[src/rtl/seg_shadow_pkg.sv]
package seg_shadow_pkg;
  localparam int SEL_W    = 16;
  localparam int WORD_W   = 16;
  localparam int BASE_W   = 24;
  localparam int LIMIT_W  = 16;
  localparam int RIGHTS_W = 8;
  localparam int ADDR_W   = 24;
  localparam int RPL_W    = 2;
  localparam int OFF_W    = 2;

  // rights byte bit positions (decoded by the checker stage)
  localparam int RB_PRESENT = 7;
  localparam int RB_DPL_HI  = 6;
  localparam int RB_DPL_LO  = 5;
  localparam int RB_SEG     = 4;
  localparam int RB_EXEC    = 3;
  localparam int RB_WRITE   = 1;
  localparam int RB_ACC     = 0;

  typedef enum logic [2:0] {
    ST_IDLE, ST_RD0, ST_RD1, ST_RD2, ST_CHECK, ST_MARK, ST_UPDATE, ST_FAULT
  } loadState_e;

  typedef struct packed {
    logic             capSel;
    logic             capW0;
    logic             capW1;
    logic             capW2;
    logic             setAcc;
    logic             commit;
    logic [OFF_W-1:0] wordOff;
  } ctrlStrobes_t;
endpackage

[src/rtl/seg_shadow_ctrl.sv]
module seg_shadow_ctrl
  import seg_shadow_pkg::*;
#(
  parameter int NUM_SEG = 4,
  parameter int STACK_IDX = 2,
  parameter logic [NUM_SEG-1:0] DATA_MASK = 4'b1010,
  localparam int TGT_W = $clog2(NUM_SEG + 1)
) (
  input  logic                clk,
  input  logic                rstN,
  input  logic                selWrValid,
  input  logic [TGT_W-1:0]    selWrTarget,
  input  logic                memRspValid,
  input  logic [TGT_W-1:0]    curTarget,
  input  logic [RPL_W-1:0]    curRpl,
  input  logic [RIGHTS_W-1:0] curRights,
  output ctrlStrobes_t        strobes,
  output logic                selWrReady,
  output logic                busy,
  output logic                memReqValid,
  output logic                memReqWrite,
  output logic                loadDone,
  output logic                loadFault
);
  loadState_e state, stateNext;

  logic targetOk, dataTgt, stackTgt, privFail, stackFail, checkFail, needMark;

  assign targetOk = selWrTarget <= TGT_W'(NUM_SEG);

  always_comb begin
    dataTgt = 1'b0;
    for (int i = 0; i < NUM_SEG; i++)
      if (curTarget == TGT_W'(i) && DATA_MASK[i]) dataTgt = 1'b1;
  end

  assign stackTgt  = curTarget == TGT_W'(STACK_IDX);
  assign privFail  = (dataTgt || stackTgt) &&
                     (curRpl > curRights[RB_DPL_HI:RB_DPL_LO]);
  assign stackFail = stackTgt && !(curRights[RB_SEG] && !curRights[RB_EXEC] &&
                                   curRights[RB_WRITE]);
  assign checkFail = !curRights[RB_PRESENT] || privFail || stackFail;
  assign needMark  = curRights[RB_SEG] && !curRights[RB_ACC];

  always_comb begin
    stateNext   = state;
    strobes     = '0;
    memReqValid = 1'b0;
    memReqWrite = 1'b0;
    unique case (state)
      ST_IDLE: if (selWrValid && targetOk) begin
        strobes.capSel = 1'b1;
        stateNext      = ST_RD0;
      end
      ST_RD0: begin
        memReqValid     = 1'b1;
        strobes.wordOff = 2'd0;
        strobes.capW0   = memRspValid;
        if (memRspValid) stateNext = ST_RD1;
      end
      ST_RD1: begin
        memReqValid     = 1'b1;
        strobes.wordOff = 2'd1;
        strobes.capW1   = memRspValid;
        if (memRspValid) stateNext = ST_RD2;
      end
      ST_RD2: begin
        memReqValid     = 1'b1;
        strobes.wordOff = 2'd2;
        strobes.capW2   = memRspValid;
        if (memRspValid) stateNext = ST_CHECK;
      end
      ST_CHECK: stateNext = checkFail ? ST_FAULT : (needMark ? ST_MARK : ST_UPDATE);
      ST_MARK: begin
        memReqValid     = 1'b1;
        memReqWrite     = 1'b1;
        strobes.wordOff = 2'd2;
        strobes.setAcc  = memRspValid;
        if (memRspValid) stateNext = ST_UPDATE;
      end
      ST_UPDATE: begin
        strobes.commit = 1'b1;
        stateNext      = ST_IDLE;
      end
      ST_FAULT: stateNext = ST_IDLE;
      default:  stateNext = ST_IDLE;
    endcase
  end

  always_ff @(posedge clk or negedge rstN) begin
    if (!rstN) state <= ST_IDLE;
    else       state <= stateNext;
  end

  assign selWrReady = state == ST_IDLE;
  assign busy       = !(state inside {ST_IDLE, ST_UPDATE, ST_FAULT});
  assign loadDone   = state == ST_UPDATE;
  assign loadFault  = state == ST_FAULT;
endmodule

[src/rtl/seg_shadow_dpath.sv]
module seg_shadow_dpath
  import seg_shadow_pkg::*;
#(
  parameter int NUM_SEG = 4,
  localparam int TGT_W = $clog2(NUM_SEG + 1),
  localparam int NUM_ENT = NUM_SEG + 1
) (
  input  logic                clk,
  input  logic                rstN,
  input  ctrlStrobes_t        strobes,
  input  logic [TGT_W-1:0]    selWrTarget,
  input  logic [SEL_W-1:0]    selWrValue,
  input  logic [ADDR_W-1:0]   globalBase,
  input  logic [WORD_W-1:0]   memRspData,
  input  logic [TGT_W-1:0]    shadowSel,
  output logic [ADDR_W-1:0]   memReqAddr,
  output logic [WORD_W-1:0]   memReqWdata,
  output logic [TGT_W-1:0]    curTarget,
  output logic [RPL_W-1:0]    curRpl,
  output logic [RIGHTS_W-1:0] curRights,
  output logic [BASE_W-1:0]   shadowBase,
  output logic [LIMIT_W-1:0]  shadowLimit,
  output logic [RIGHTS_W-1:0] shadowRights
);
  localparam int LDT_IDX = NUM_SEG;

  logic [SEL_W-1:0]  selReg;
  logic [TGT_W-1:0]  tgtReg;
  logic [WORD_W-1:0] w0, w1, w2;
  logic [BASE_W-1:0]   baseArr   [NUM_ENT];
  logic [LIMIT_W-1:0]  limitArr  [NUM_ENT];
  logic [RIGHTS_W-1:0] rightsArr [NUM_ENT];
  logic [ADDR_W-1:0] tableBase, descAddr;

  always_ff @(posedge clk or negedge rstN) begin
    if (!rstN) begin
      selReg <= '0;
      tgtReg <= '0;
      w0 <= '0;
      w1 <= '0;
      w2 <= '0;
    end else begin
      if (strobes.capSel) begin
        selReg <= selWrValue;
        tgtReg <= selWrTarget;
      end
      if (strobes.capW0)  w0 <= memRspData;
      if (strobes.capW1)  w1 <= memRspData;
      if (strobes.capW2)  w2 <= memRspData;
      if (strobes.setAcc) w2[WORD_W-RIGHTS_W+RB_ACC] <= 1'b1;
    end
  end

  for (genvar g = 0; g < NUM_ENT; g++) begin : g_entry
    always_ff @(posedge clk or negedge rstN) begin
      if (!rstN) begin
        baseArr[g]   <= '0;
        limitArr[g]  <= '0;
        rightsArr[g] <= '0;
      end else if (strobes.commit && tgtReg == TGT_W'(g)) begin
        limitArr[g]  <= w0;
        baseArr[g]   <= {w2[BASE_W-WORD_W-1:0], w1};
        rightsArr[g] <= w2[WORD_W-1:WORD_W-RIGHTS_W];
      end
    end
  end

  // local-table target and flag-clear selectors use the global table
  assign tableBase = (tgtReg == TGT_W'(LDT_IDX) || !selReg[2]) ?
                     globalBase : ADDR_W'(baseArr[LDT_IDX]);
  assign descAddr    = tableBase + ADDR_W'({selReg[SEL_W-1:3], 3'b000});
  assign memReqAddr  = descAddr + ADDR_W'({strobes.wordOff, 1'b0});
  assign memReqWdata = {w2[WORD_W-1:WORD_W-RIGHTS_W] | RIGHTS_W'(1), w2[WORD_W-RIGHTS_W-1:0]};
  assign curRights   = w2[WORD_W-1:WORD_W-RIGHTS_W];
  assign curRpl      = selReg[RPL_W-1:0];
  assign curTarget   = tgtReg;

  always_comb begin
    shadowBase   = '0;
    shadowLimit  = '0;
    shadowRights = '0;
    for (int i = 0; i < NUM_ENT; i++)
      if (shadowSel == TGT_W'(i)) begin
        shadowBase   = baseArr[i];
        shadowLimit  = limitArr[i];
        shadowRights = rightsArr[i];
      end
  end
endmodule

[src/rtl/seg_shadow_loader.sv]
module seg_shadow_loader
  import seg_shadow_pkg::*;
#(
  parameter int NUM_SEG = 4,
  parameter int STACK_IDX = 2,
  parameter logic [NUM_SEG-1:0] DATA_MASK = 4'b1010,
  localparam int TGT_W = $clog2(NUM_SEG + 1)
) (
  input  logic                clk,
  input  logic                rstN,
  input  logic                selWrValid,
  output logic                selWrReady,
  input  logic [TGT_W-1:0]    selWrTarget,
  input  logic [SEL_W-1:0]    selWrValue,
  input  logic [ADDR_W-1:0]   globalBase,
  output logic                memReqValid,
  output logic                memReqWrite,
  output logic [ADDR_W-1:0]   memReqAddr,
  output logic [WORD_W-1:0]   memReqWdata,
  input  logic                memRspValid,
  input  logic [WORD_W-1:0]   memRspData,
  output logic                busy,
  output logic                loadDone,
  output logic                loadFault,
  input  logic [TGT_W-1:0]    shadowSel,
  output logic [BASE_W-1:0]   shadowBase,
  output logic [LIMIT_W-1:0]  shadowLimit,
  output logic [RIGHTS_W-1:0] shadowRights
);
  ctrlStrobes_t        strobes;
  logic [TGT_W-1:0]    curTarget;
  logic [RPL_W-1:0]    curRpl;
  logic [RIGHTS_W-1:0] curRights;

  seg_shadow_ctrl #(
    .NUM_SEG(NUM_SEG), .STACK_IDX(STACK_IDX), .DATA_MASK(DATA_MASK)
  ) ctrl_i (
    .clk(clk), .rstN(rstN), .selWrValid(selWrValid), .selWrTarget(selWrTarget),
    .memRspValid(memRspValid), .curTarget(curTarget), .curRpl(curRpl),
    .curRights(curRights), .strobes(strobes), .selWrReady(selWrReady),
    .busy(busy), .memReqValid(memReqValid), .memReqWrite(memReqWrite),
    .loadDone(loadDone), .loadFault(loadFault)
  );

  seg_shadow_dpath #(.NUM_SEG(NUM_SEG)) dpath_i (
    .clk(clk), .rstN(rstN), .strobes(strobes), .selWrTarget(selWrTarget),
    .selWrValue(selWrValue), .globalBase(globalBase), .memRspData(memRspData),
    .shadowSel(shadowSel), .memReqAddr(memReqAddr), .memReqWdata(memReqWdata),
    .curTarget(curTarget), .curRpl(curRpl), .curRights(curRights),
    .shadowBase(shadowBase), .shadowLimit(shadowLimit), .shadowRights(shadowRights)
  );
endmodule

[config.mk]
export PLATFORM = sky130hd
export DESIGN_NAME = seg_shadow_loader
export DESIGN_NICKNAME = d
export VERILOG_FILES = /design/src/rtl/seg_shadow_pkg.sv /design/src/rtl/seg_shadow_ctrl.sv /design/src/rtl/seg_shadow_dpath.sv /design/src/rtl/seg_shadow_loader.sv
export SDC_FILE = /design/constraint.sdc
export NUM_CORES = 1
export LEC_CHECK = 0
export BUFFER_PORTS_ARGS = -buffer_cell sky130_fd_sc_hd__buf_4
export CAP_MARGIN = 20
export CORE_MARGIN = 2
export CORE_UTILIZATION = 55
export DETAILED_ROUTE_END_ITERATION = 8
export PLACE_DENSITY = 0.8
export SLEW_MARGIN = 5
export SYNTH_ARGS = -nofsm -noshare
export SYNTH_HDL_FRONTEND = slang
export SYNTH_HIERARCHICAL = 1
export SYNTH_SLANG_ARGS = --single-unit
export TNS_END_PERCENT = 30
[constraint.sdc]
create_clock -name clk -period 10.7 [get_ports clk]
set_clock_uncertainty 0.15 [all_clocks]
set_input_delay 2.675 -clock clk [delete_from_list [all_inputs] [get_ports clk]]
set_output_delay 2.675 -clock clk [all_outputs]
set_load 0.02 [all_outputs]
==> impl_metrics.env <==
export IMPL_cts_made_buffers=31
export IMPL_synth_edff_count=0
export IMPL_final_util_pct=64.68
export IMPL_rrSetupSlack_ns=7.38
export IMPL_synth_top_area_share_pct=52.40
export IMPL_drt_iter0_markers=958
export IMPL_nFillCells=1993
export IMPL_syn_to_final_growth_pct=16.76
export IMPL_clockBufferDepth=3
export IMPL_cts_tree="done"
export IMPL_cp_end_kind="output port"
export IMPL_p_switching_w=0.001791
export IMPL_cp_slowest_cell="fa_1"
export IMPL_crit_chain="buf_4 > mux2_2 > ha_1 > fa_1 > a211oi_1 > o211ai_1 > a31oi_1 > nor4b_1 > xnor2_1 > mux2i_1 > buf_4"
export IMPL_coreArea_um2=26730
export IMPL_antennaDiodeCount=0
export IMPL_die_h_um=168.1
export IMPL_power_frac_seq_pct=39.7
export IMPL_grt_pass1_vias=10557
export IMPL_hpwl_um=24100
export IMPL_avgSynthCellArea_um2=12.99
export IMPL_wl_met2_um=17750
export IMPL_synthesis_area_um2=14800
export IMPL_fmax_ghz=0.1222
export IMPL_antenna_left=0
export IMPL_status="complete, no violations"
export IMPL_leakagePower_nw=8.124
export IMPL_clk_pin_slew_ns=0.06
export IMPL_vdd_drop_max_v=0.0001258
export IMPL_grt_max_degree=183
export IMPL_wirelength_um=37500
export IMPL_cp_start_kind="input port"
export IMPL_clock_latency_ns=0.58
export IMPL_cts_resized=0
export IMPL_seq_area_um2=7757
export IMPL_cp_common_cell="buf_4"
export IMPL_hold_viol_final=0
export IMPL_ys_seq_area_share_pct=52.40
export IMPL_first_pass_iters=6
export IMPL_finalNonFillerCells=1630
export IMPL_p_int_w=0.003107
export IMPL_die_w_um=168.1
export IMPL_min_delay_path_class="flip-flop to flip-flop"
export IMPL_synth_async_sr_flop_share_pct=100.0
export IMPL_synth_area_leaders="dfrtp_1 52%, mux2_2 24%, mux2i_1 2.9%, mux4_2 2.0%, a22oi_1 1.8%"
export IMPL_p_comb_share_pct=38.0
export IMPL_layout_drive_gt1_share_pct=45.00
export IMPL_synth_flop_cell="dfrtp_1"
export IMPL_path_depth=11
export IMPL_drc=0
export IMPL_h_tree_depth=1
export IMPL_portBuffers=158
export IMPL_arrival_ns=5.36
export IMPL_critPathBufInv=2
export IMPL_p_per_area_nw_per_um2=283.4
export IMPL_setup_tns_ns=0
export IMPL_synthCells=1140
export IMPL_worstHoldEndpoint="dpath_i/baseArr[39]"
export IMPL_relSlewSlack_pct=28.72
export IMPL_multiInputGateArea_um2=6623
export IMPL_r2r_start="ctrl_i/state[1]"
export IMPL_synthesis_nets=1226
export IMPL_min_period_ns=8.185
export IMPL_clkPwrFrac_pct=22.3
export IMPL_via_per_inst=6.183
export IMPL_die_area_um2=28250
export IMPL_ys_types=60
export IMPL_cts_setup_buffers=0
export IMPL_min_period_over_period_pct=76.49
export IMPL_fin_nets=1352
export IMPL_cts_root_buf="clkbuf_16"
export IMPL_rr_worst_depth=5
export IMPL_p_total_w=0.004898
export IMPL_critPathRequiredTime_ns=7.88
export IMPL_ys_seq_elements=310
export IMPL_grt_use_total_pct=26.70
export IMPL_dr_total_vias=10078
export IMPL_pin_count=160
export IMPL_gp_congestion=0.9212
export IMPL_crit_family="compound AO/OA/AOI/OAI gates"
export IMPL_r2r_end="dpath_i/baseArr[43]"
export IMPL_rsz0062_at_grt="no"
export IMPL_yosys_top_cells_count="321 x mux2_2, 310 x dfrtp_1, 52 x a21oi_1, 46 x nor2_1, 43 x mux2i_1"
export IMPL_critPathKind="input port to output port"
export IMPL_grt_overflow_total=0
export IMPL_cts_sinks=310
export IMPL_wl_met3_um=2668
export IMPL_switching_share_pct=36.56
export IMPL_routed_top_layer="met4"
export IMPL_antenna_found_initial=0
export IMPL_worstMarginPinSlew_ns=1.068
export IMPL_dp_cells=1573
export IMPL_yosysTopAreaCell="dfrtp_1"
export IMPL_min_delay_start="dpath_i/baseArr[39]"
export IMPL_slew_violations=0
export IMPL_hold_depth=1
export IMPL_wl_per_cell_um=23.00
export IMPL_start_util_pct=55.39
export IMPL_rows=60
export IMPL_grt_pass1_wl_um=59080
export IMPL_max_stage_delay_ns=0.53
export IMPL_wl_met1_um=16000
export IMPL_ys_warn_count=6
export IMPL_crit_path_max_fanout=5
export IMPL_hold_buffers=0
export IMPL_cap_violations=0
export IMPL_setup_viol=0
export IMPL_synth_most_common_cell="mux2_2"
==> worst reg2reg max path, cell delays in order (launching register included) <==
cell and delay (ns):
dfrtp_1 0.65, nand2b_1 0.17, nor2_1 0.34, nand4_1 0.84, buf_4 0.64, mux2_2 0.40
==> how the worst max path moves through the flow <==
| stage | slack [ns] | endpoint | from |
|---|---|---|---|
| floorplan | 3.00 | memReqAddr[23] | globalBase[1] |
| global placement | 2.66 | memReqAddr[23] | globalBase[1] |
| detailed placement | 2.60 | memReqAddr[17] | globalBase[1] |
| CTS | 2.56 | memReqAddr[17] | globalBase[1] |
| global route | 2.44 | memReqAddr[19] | globalBase[1] |
| finish | 2.52 | memReqAddr[19] | globalBase[1] |
==> flip-flops by register name, indices dropped and copies added, names as in the netlist <==
signal / count
ctrl_i/state: 3
dpath_i/selReg: 16
dpath_i/baseArr: 120
dpath_i/w0: 16
dpath_i/curTarget: 3
dpath_i/limitArr: 80
dpath_i/w2: 16
dpath_i/w1: 16
dpath_i/rightsArr: 40
==> final cells by class <==
cell class | count | share of cell area [%]
tap | 341 | 2.468
multi-input combinational | 727 | 38.31
clock buffer | 43 | 5.212
inverter | 21 | 0.4850
timing repair buffer | 175 | 7.832
clock inverter | 13 | 0.8107
sequential | 310 | 44.88
==> placed cells by master, fill, tap and decap left out, types with 2 or more instances in the layout <==
| cell | synthesis | final |
|---|---|---|
| a21o_1 | 5 | 5 |
| nor4b_2 | 0 | 2 |
| nor2b_1 | 7 | 5 |
| clkbuf_8 | 0 | 8 |
| inv_1 | 19 | 19 |
| nor2_1 | 46 | 46 |
| clkbuf_16 | 0 | 31 |
| o21ai_0 | 25 | 25 |
| mux4_2 | 13 | 13 |
| o22ai_1 | 37 | 37 |
| mux2i_1 | 43 | 43 |
| clkbuf_1 | 36 | 4 |
| a22oi_1 | 35 | 35 |
| nand3_1 | 2 | 2 |
| a21oi_1 | 52 | 52 |
| a31oi_1 | 5 | 5 |
| dfrtp_1 | 310 | 310 |
| buf_4 | 12 | 172 |
| nand4_1 | 5 | 5 |
| ha_1 | 19 | 19 |
| bufinv_16 | 0 | 2 |
| xor2_1 | 8 | 8 |
| nor4b_1 | 4 | 2 |
| mux2_2 | 321 | 321 |
| nand2_1 | 31 | 31 |
| nor3b_1 | 3 | 2 |
| and2_1 | 7 | 7 |
| or2_2 | 3 | 3 |
| nor2b_2 | 0 | 2 |
| o31ai_1 | 2 | 2 |
| nand2b_1 | 3 | 3 |
| nor3_1 | 6 | 6 |
| xnor2_1 | 15 | 15 |
| o211ai_1 | 3 | 3 |
| clkinv_2 | 0 | 6 |
| clkinvlp_4 | 0 | 4 |
| a211oi_1 | 2 | 2 |
==> metrics by stage <==
stage / cell area [µm²] / hold slack, ns / worst slack [ns]
final: 17290 / 0.3541 / 2.515
after global placement: 16220 / 0.3315 / 2.658
after global routing: 17290 / 0.3673 / 2.440
after floorplan: 14800 / 0.3241 / 2.997
after detailed placement: 16220 / 0.3380 / 2.596
after CTS: 17260 / 0.3521 / 2.560
==> cell families after synthesis <==
logic type,after synthesis,synth area share [%]
adders and majority gates,20,1.741
muxes,380,29.57
other,1,0.02533
and+or+nand+nor,125,4.150
DFF,310,52.40
buffers and inverters,103,3.245
xor gates and xnor gates,23,1.361
AOI/OAI and AO/OA,178,7.505
==> power by group through the flow <==
| stage | clock [W] | sequential, W | combinational (W) |
|---|---|---|---|
| 2_1_floorplan | 0 | 0.00180 | 0.00131 |
| 3_3_place_gp | 0 | 0.00192 | 0.00180 |
| 3_5_place_dp | 0 | 0.00195 | 0.00184 |
| 4_1_cts | 0.00111 | 0.00193 | 0.00186 |
| 5_1_grt | 0.00116 | 0.00200 | 0.00200 |
| 6_report | 0.00109 | 0.00194 | 0.00186 |
==> layer usage <==
metal | GRT usage, % | vias up
met5 | 0 | -
met3 | 4.631 | 79
met1 | 37.20 | 5204
met2 | 43.23 | 398
met4 | 8.358 | 0
li1 | - | 4397
Power figures use the tool's default switching activity.
